**config.mk**
```make
export PLATFORM = sky130hd
export DESIGN_NAME = dma_err_logger
export DESIGN_NICKNAME = d
export VERILOG_FILES = /design/src/rtl/dmachk_pkg.sv /design/src/rtl/size_chk.sv /design/src/rtl/desc_checker.sv /design/src/rtl/err_log.sv /design/src/rtl/halt_ctl.sv /design/src/rtl/dma_err_logger.sv
export SDC_FILE = /design/constraint.sdc
export NUM_CORES = 1
export LEC_CHECK = 0
export BUFFER_PORTS_ARGS = -buffer_cell sky130_fd_sc_hd__buf_2
export CORE_MARGIN = 4
export CORE_UTILIZATION = 34
export CTS_CLUSTER_SIZE = 40
export DETAILED_ROUTE_END_ITERATION = 10
export PLACE_DENSITY = 0.81
export SYNTH_ARGS = -nofsm -noshare
export SYNTH_HDL_FRONTEND = slang
export SYNTH_SLANG_ARGS = --single-unit
```
**constraint.sdc**
```tcl
create_clock -name clk -period 1.9 [get_ports clk]
set_input_delay 0.095 -clock clk [delete_from_list [all_inputs] [get_ports clk]]
set_output_delay 0.095 -clock clk [all_outputs]
set_load 0.05 [all_outputs]
```
**src/rtl/dmachk_pkg.sv**
```systemverilog
package dmachk_pkg;

    // Low address/offset bits needed to judge alignment to the widest access (8 bytes)
    localparam int SZ_LO_W      = 3;
    localparam int SZ_CODE_W    = 3;
    localparam int STAT_W       = 32;
    localparam int CHAN_LSB     = 24;
    localparam int CHAN_FIELD_W = 6;
    localparam int VALID_BIT    = 31;

    // Error bits, MSB first, so that the packed position equals the status bit
    typedef struct packed {
        logic cancel;    // 8
        logic src_addr;  // 7
        logic src_off;   // 6
        logic dst_addr;  // 5
        logic dst_off;   // 4
        logic iter;      // 3
        logic sg;        // 2
        logic src_bus;   // 1
        logic dst_bus;   // 0
    } err_bits_t;

    localparam int ERR_W = $bits(err_bits_t);

    typedef struct packed {
        logic [SZ_LO_W-1:0]   src_addr;
        logic [SZ_LO_W-1:0]   dst_addr;
        logic [SZ_LO_W-1:0]   src_off;
        logic [SZ_LO_W-1:0]   dst_off;
        logic [SZ_CODE_W-1:0] src_sz;
        logic [SZ_CODE_W-1:0] dst_sz;
    } desc_lo_t;

    function automatic logic size_code_ok(input logic [SZ_CODE_W-1:0] code);
        return code <= SZ_CODE_W'(SZ_LO_W);
    endfunction

    // Mask of low bits that must be zero for the given access size
    function automatic logic [SZ_LO_W-1:0] size_mask(input logic [SZ_CODE_W-1:0] code);
        logic [SZ_LO_W-1:0] m;
        m = '0;
        for (int i = 0; i < SZ_LO_W; i++) begin
            if (code > SZ_CODE_W'(i)) m[i] = 1'b1;
        end
        return m;
    endfunction

endpackage

```
**src/rtl/size_chk.sv**
```systemverilog
module size_chk
    import dmachk_pkg::*;
(
    input  logic [SZ_LO_W-1:0]   addr_lo,
    input  logic [SZ_LO_W-1:0]   off_lo,
    input  logic [SZ_CODE_W-1:0] code,
    output logic                 addr_err,
    output logic                 off_err
);
    logic               code_ok;
    logic [SZ_LO_W-1:0] mask;

    always_comb begin
        code_ok  = size_code_ok(code);
        mask     = size_mask(code);
        addr_err = !code_ok || ((addr_lo & mask) != '0);
        off_err  = code_ok && ((off_lo & mask) != '0);
    end
endmodule

```
**src/rtl/desc_checker.sv**
```systemverilog
module desc_checker
    import dmachk_pkg::*;
#(
    parameter int NB_W = 30,
    parameter int IT_W = 15
) (
    input  desc_lo_t         desc,
    input  logic [NB_W-1:0]  minor_bytes,
    input  logic [IT_W-1:0]  cur_iter,
    input  logic [IT_W-1:0]  beg_iter,
    output err_bits_t        err
);
    localparam int N_SIDE = 2;  // 0 = source, 1 = destination

    logic [N_SIDE-1:0][SZ_LO_W-1:0]   a_lo;
    logic [N_SIDE-1:0][SZ_LO_W-1:0]   o_lo;
    logic [N_SIDE-1:0][SZ_CODE_W-1:0] sz;
    logic [N_SIDE-1:0]                a_err;
    logic [N_SIDE-1:0]                o_err;

    assign a_lo[0] = desc.src_addr;
    assign a_lo[1] = desc.dst_addr;
    assign o_lo[0] = desc.src_off;
    assign o_lo[1] = desc.dst_off;
    assign sz[0]   = desc.src_sz;
    assign sz[1]   = desc.dst_sz;

    for (genvar s = 0; s < N_SIDE; s++) begin : g_side
        size_chk u_size (
            .addr_lo (a_lo[s]),
            .off_lo  (o_lo[s]),
            .code    (sz[s]),
            .addr_err(a_err[s]),
            .off_err (o_err[s])
        );
    end

    always_comb begin
        err          = '0;
        err.src_addr = a_err[0];
        err.src_off  = o_err[0];
        err.dst_addr = a_err[1];
        err.dst_off  = o_err[1];
        err.iter     = (minor_bytes == '0) || (cur_iter != beg_iter);
    end
endmodule

```
**src/rtl/err_log.sv**
```systemverilog
module err_log
    import dmachk_pkg::*;
#(
    parameter int CHAN_W = 6
) (
    input  logic              clk,
    input  logic              rst,
    input  err_bits_t         ev_err,
    input  logic [CHAN_W-1:0] ev_chan,
    input  logic              clr,
    output err_bits_t         bits_q,
    output logic [CHAN_W-1:0] chan_q,
    output logic              pulse_q
);
    logic ev_any;
    assign ev_any = |ev_err;

    always_ff @(posedge clk) begin
        if (rst) begin
            bits_q  <= '0;
            chan_q  <= '0;
            pulse_q <= 1'b0;
        end else begin
            pulse_q <= ev_any;
            if (ev_any) begin
                bits_q <= ev_err;
                chan_q <= ev_chan;
            end else if (clr) begin
                bits_q <= '0;
                chan_q <= '0;
            end
        end
    end
endmodule

```
**src/rtl/halt_ctl.sv**
```systemverilog
module halt_ctl (
    input  logic clk,
    input  logic rst,
    input  logic ev_any,
    input  logic policy,
    input  logic clr,
    output logic halt_q
);
    always_ff @(posedge clk) begin
        if (rst)                   halt_q <= 1'b0;
        else if (ev_any && policy) halt_q <= 1'b1;
        else if (clr)              halt_q <= 1'b0;
    end
endmodule

```
**src/rtl/dma_err_logger.sv**
```systemverilog
module dma_err_logger
    import dmachk_pkg::*;
#(
    parameter int CHAN_W        = 6,
    parameter int NB_W          = 30,
    parameter int IT_W          = 15,
    parameter int SG_ALIGN_LOG2 = 5
) (
    input  logic                     clk,
    input  logic                     rst,
    input  logic                     chk_start,
    input  logic [CHAN_W-1:0]        ev_chan,
    input  logic [SZ_LO_W-1:0]       src_addr_lo,
    input  logic [SZ_LO_W-1:0]       dst_addr_lo,
    input  logic [SZ_LO_W-1:0]       src_off_lo,
    input  logic [SZ_LO_W-1:0]       dst_off_lo,
    input  logic [SZ_CODE_W-1:0]     src_size,
    input  logic [SZ_CODE_W-1:0]     dst_size,
    input  logic [NB_W-1:0]          minor_bytes,
    input  logic [IT_W-1:0]          cur_iter,
    input  logic [IT_W-1:0]          beg_iter,
    input  logic                     major_done,
    input  logic                     sg_enable,
    input  logic [SG_ALIGN_LOG2-1:0] sg_addr_lo,
    input  logic                     rd_bus_err,
    input  logic                     wr_bus_err,
    input  logic                     xfer_cancel,
    input  logic                     halt_on_err,
    input  logic                     halt_clr,
    input  logic                     log_clr,
    output logic [STAT_W-1:0]        err_status,
    output logic                     err_valid,
    output logic                     err_pulse,
    output logic                     halt_req
);
    localparam int CH_USE = (CHAN_W < CHAN_FIELD_W) ? CHAN_W : CHAN_FIELD_W;

    desc_lo_t          desc;
    err_bits_t         desc_err;
    err_bits_t         ev_err;
    err_bits_t         bits_q;
    logic [CHAN_W-1:0] chan_q;
    logic              desc_take;

    assign desc = '{src_addr: src_addr_lo, dst_addr: dst_addr_lo,
                    src_off:  src_off_lo,  dst_off:  dst_off_lo,
                    src_sz:   src_size,    dst_sz:   dst_size};

    // Start requests are refused while halted; in-flight reports are not
    assign desc_take = chk_start && !halt_req;

    desc_checker #(.NB_W(NB_W), .IT_W(IT_W)) u_desc (
        .desc       (desc),
        .minor_bytes(minor_bytes),
        .cur_iter   (cur_iter),
        .beg_iter   (beg_iter),
        .err        (desc_err)
    );

    always_comb begin
        ev_err         = desc_take ? desc_err : '0;
        ev_err.sg      = major_done && sg_enable && (sg_addr_lo != '0);
        ev_err.src_bus = rd_bus_err;
        ev_err.dst_bus = wr_bus_err;
        ev_err.cancel  = xfer_cancel;
    end

    err_log #(.CHAN_W(CHAN_W)) u_log (
        .clk    (clk),
        .rst    (rst),
        .ev_err (ev_err),
        .ev_chan(ev_chan),
        .clr    (log_clr),
        .bits_q (bits_q),
        .chan_q (chan_q),
        .pulse_q(err_pulse)
    );

    halt_ctl u_halt (
        .clk   (clk),
        .rst   (rst),
        .ev_any(|ev_err),
        .policy(halt_on_err),
        .clr   (halt_clr),
        .halt_q(halt_req)
    );

    always_comb begin
        err_status                        = '0;
        err_status[ERR_W-1:0]             = bits_q;
        err_status[CHAN_LSB +: CH_USE]    = chan_q[CH_USE-1:0];
        err_status[VALID_BIT]             = |bits_q;
        err_valid                         = |bits_q;
    end
endmodule

```
==> impl_results.md <==
- Status: completed
- Clk root buf: clkbuf_4
- Antenna Cells: 0
- Crit path max fanout: 6
- Vias per inst: 4.74
- Part of the cycle the worst path needs: 0.881
- Top post-synthesis cells by area: dfxtp_1 (28%), buf_4 (12%), xor2_1 (11%), nand4_1 (5.7%), nor4_1 (5.7%)
- Setup bufs post-CTS: 0
- DRT antenna net count: 0
- Cts repair resizes: 0
- Post-synthesis sequential area ratio: 0.283
- GRT Total Usage: 0.163
- Area Growth Syn to Fin: 48.3%
- Final nets: 363
- Maxcap violations: 0
- Fmax: 0.598 GHz
- Min-delay src: rd_bus_err
- IO Port Bufs: 118
- Setup Crit Path Kind: register to register
- Initial core utilization: 0.358
- Avg WL per Cell: 12.8 µm
- Setup-failing EPs final: 0
- Clock Skew: 6.74 ps
- Number of CTS-inserted buffers: 3
- Power per cell area: 551 nW/µm²
- Die area: 4550 µm²
- Clk buf depth: 2
- Post-Route WL: 3940 µm
- CTS H-tree depth: 1
- Yosys Warn Count: 0
- I/O pin total: 135
- Initial DRC Count: 55
- Worst EP required: 2090 ps
- Worst setup EP type: register
- Cells after Synth: 144
- Fin crit period: 1670 ps
- WP data arrival: 1860 ps
- Drt pass-1 iters: 4
- Synth cell types: 33
- Reg clk slew, reported paths: 100 ps
- Finished Core Util: 0.530
- Post-Route Setup TNS: 0 ps
- Chip Width: 67.5 µm
- CTS tree: done
- Critical Path Start Type: register
- Row cnt: 21
- Peak supply drop: 0.000269 V
- RSZ-0062 raised after global routing: false
- Largest net degree at the start of global routing: 19
- Worst R2R End: u_log.bits_q[0]
- Non-Filler Instances: 308
- Worst reg-to-reg path cell count: 7
- Seq cells post-synth: 17
- Reg2reg setup slack: 230 ps
- Synth Cell Area: 1200 µm²
- # DRC: 0
- Vias in the first global route: 1343
- Clock latency on the worst-skew pair: 300 ps
- Vias: 1461
- First-pass GRT wire length: 5750 µm
- Worst R2R Start: u_halt.halt_q
- Placed insts: 304
- Fin. Hold Viols: 0
- Leakage Power: 0.903 nW
- Slew Viols, Final: 0
- GP Congestion: 0.815
- Synth Area per Inst: 8.35 µm²
- Class of the worst hold path: input port to register
- Global route overflow: 0
- Post-CTS Hold Fix Bufs: 0
- Yosys top cell area share: 0.283
- Hold path cells: 3
- Core ar.: 3360 µm²
- Initial antenna violation count: 0
- Die height: 67.5 µm
- CTS sink count: 17
- Hold Path Sink: u_log.bits_q[1]
- Post-synth top area cell: dfxtp_1
- Detailed placement HPWL: 3400 µm
- Layout cell share with drive strength beyond 1: 0.508
-- state kept, by name, indices dropped and copies added, names as in the netlist --
signal	flops
u_halt.halt_q	1
u_log.bits_q	9
u_log.chan_q	6
u_log.pulse_q	1
-- per-stage QoR --
step           cell area, µm²  hold WS (ps)  worst slack, ps  power, mW
3_5_place_dp             1760           349            -88.5      0.796
5_1_grt                  1780          44.0             87.9       1.04
3_3_place_gp             1760           346             40.8      0.790
4_1_cts                  1780          38.6              190      0.987
6_report                 1780          38.8              227      0.982
2_1_floorplan            1260           215              192      0.674
-- cell type report --
type	count	area, µm²
Timing Repair Buffer	122	621
Fill cell	344	1580
Sequential cell	17	340
Inverter	4	15.0
Tap cell	46	57.6
Multi-Input combinational cell	115	722
Clock inverter	1	5.00
Clock buffer	3	22.5
-- synth_stat cells --
library cell,instances
buf_4,19
a211oi_1,2
buf_6,1
buf_12,1
o21bai_1,1
o21a_1,3
o221ai_1,1
nand3_1,3
conb_1,1
clkbuf_1,1
nand4_1,11
nand2b_1,3
nor4b_2,1
and3_1,1
or2_2,1
a21oi_1,13
o211ai_2,1
nor2_1,9
o22a_1,1
inv_1,4
a31o_2,1
dfxtp_1,17
a21o_1,2
o21ai_0,8
o32ai_1,3
o21ba_2,1
buf_1,1
nor4_1,11
nand3_2,1
nor3_1,2
or4_4,1
xor2_1,15
a41oi_1,3
-- metal layers --
layer / part of all wire / wire, µm / GRT usage / up-vias
met5: 0 / 0 / 0 / -
met4: 0.0063 / 25 / 0.0456 / 0
met3: 0.11 / 423 / 0.0416 / 5
met2: 0.51 / 1990 / 0.286 / 68
met1: 0.38 / 1500 / 0.194 / 645
li1: - / - / - / 743
-- power by group --
group	total, mW	internal (mW)	switching (mW)	leakage [nW]
clock	0.194	0.0784	0.116	0.0177
combinational	0.400	0.139	0.261	0.744
sequential	0.388	0.376	0.0118	0.141
total	0.982	0.594	0.388	0.903
-- placed cells by master, fill, tap and decap left out, types with 2 or more instances in the layout --
cell / instances
nor2_1: 9
nand2b_1: 3
nor4_1: 11
buf_4: 4
clkbuf_4: 3
xor2_1: 15
o21a_1: 3
o21ai_0: 8
a41oi_1: 3
nand4_1: 11
buf_2: 118
nand3_1: 3
o32ai_1: 3
a21o_1: 2
a21oi_1: 13
nor3_1: 2
conb_1: 16
inv_1: 4
a211oi_1: 2
dfxtp_1: 17
-- worst max-delay path, stage by stage, from the launching register on --
cell	delay (ps)
dfxtp_1	330
nand2b_1	200
nor2_1	110
o221ai_1	200
and3_1	300
buf_4	170
a41oi_1	210
nor2_1	60
-- how the worst max path moves through the flow --
stage	from	end	slack (ps)	cells past startpoint
floorplan	u_log.bits_q[3]	err_status[31]	190	3
global placement	sg_addr_lo[3]	u_log.bits_q[2]	40	8
detailed placement	sg_addr_lo[3]	u_log.bits_q[2]	-90	8
CTS	u_halt.halt_q	u_log.bits_q[0]	190	7
global route	u_halt.halt_q	u_log.bits_q[0]	90	7
finish	u_halt.halt_q	u_log.bits_q[0]	230	7
-- cells by family after synthesis --
group / synth area share
xor+xnor: 0.109
simple gates: 0.220
other cells: 0.00312
buf+inv: 0.163
flops: 0.283
compound gates: 0.222
No activity file was read; power rests on OpenSTA's default activity.
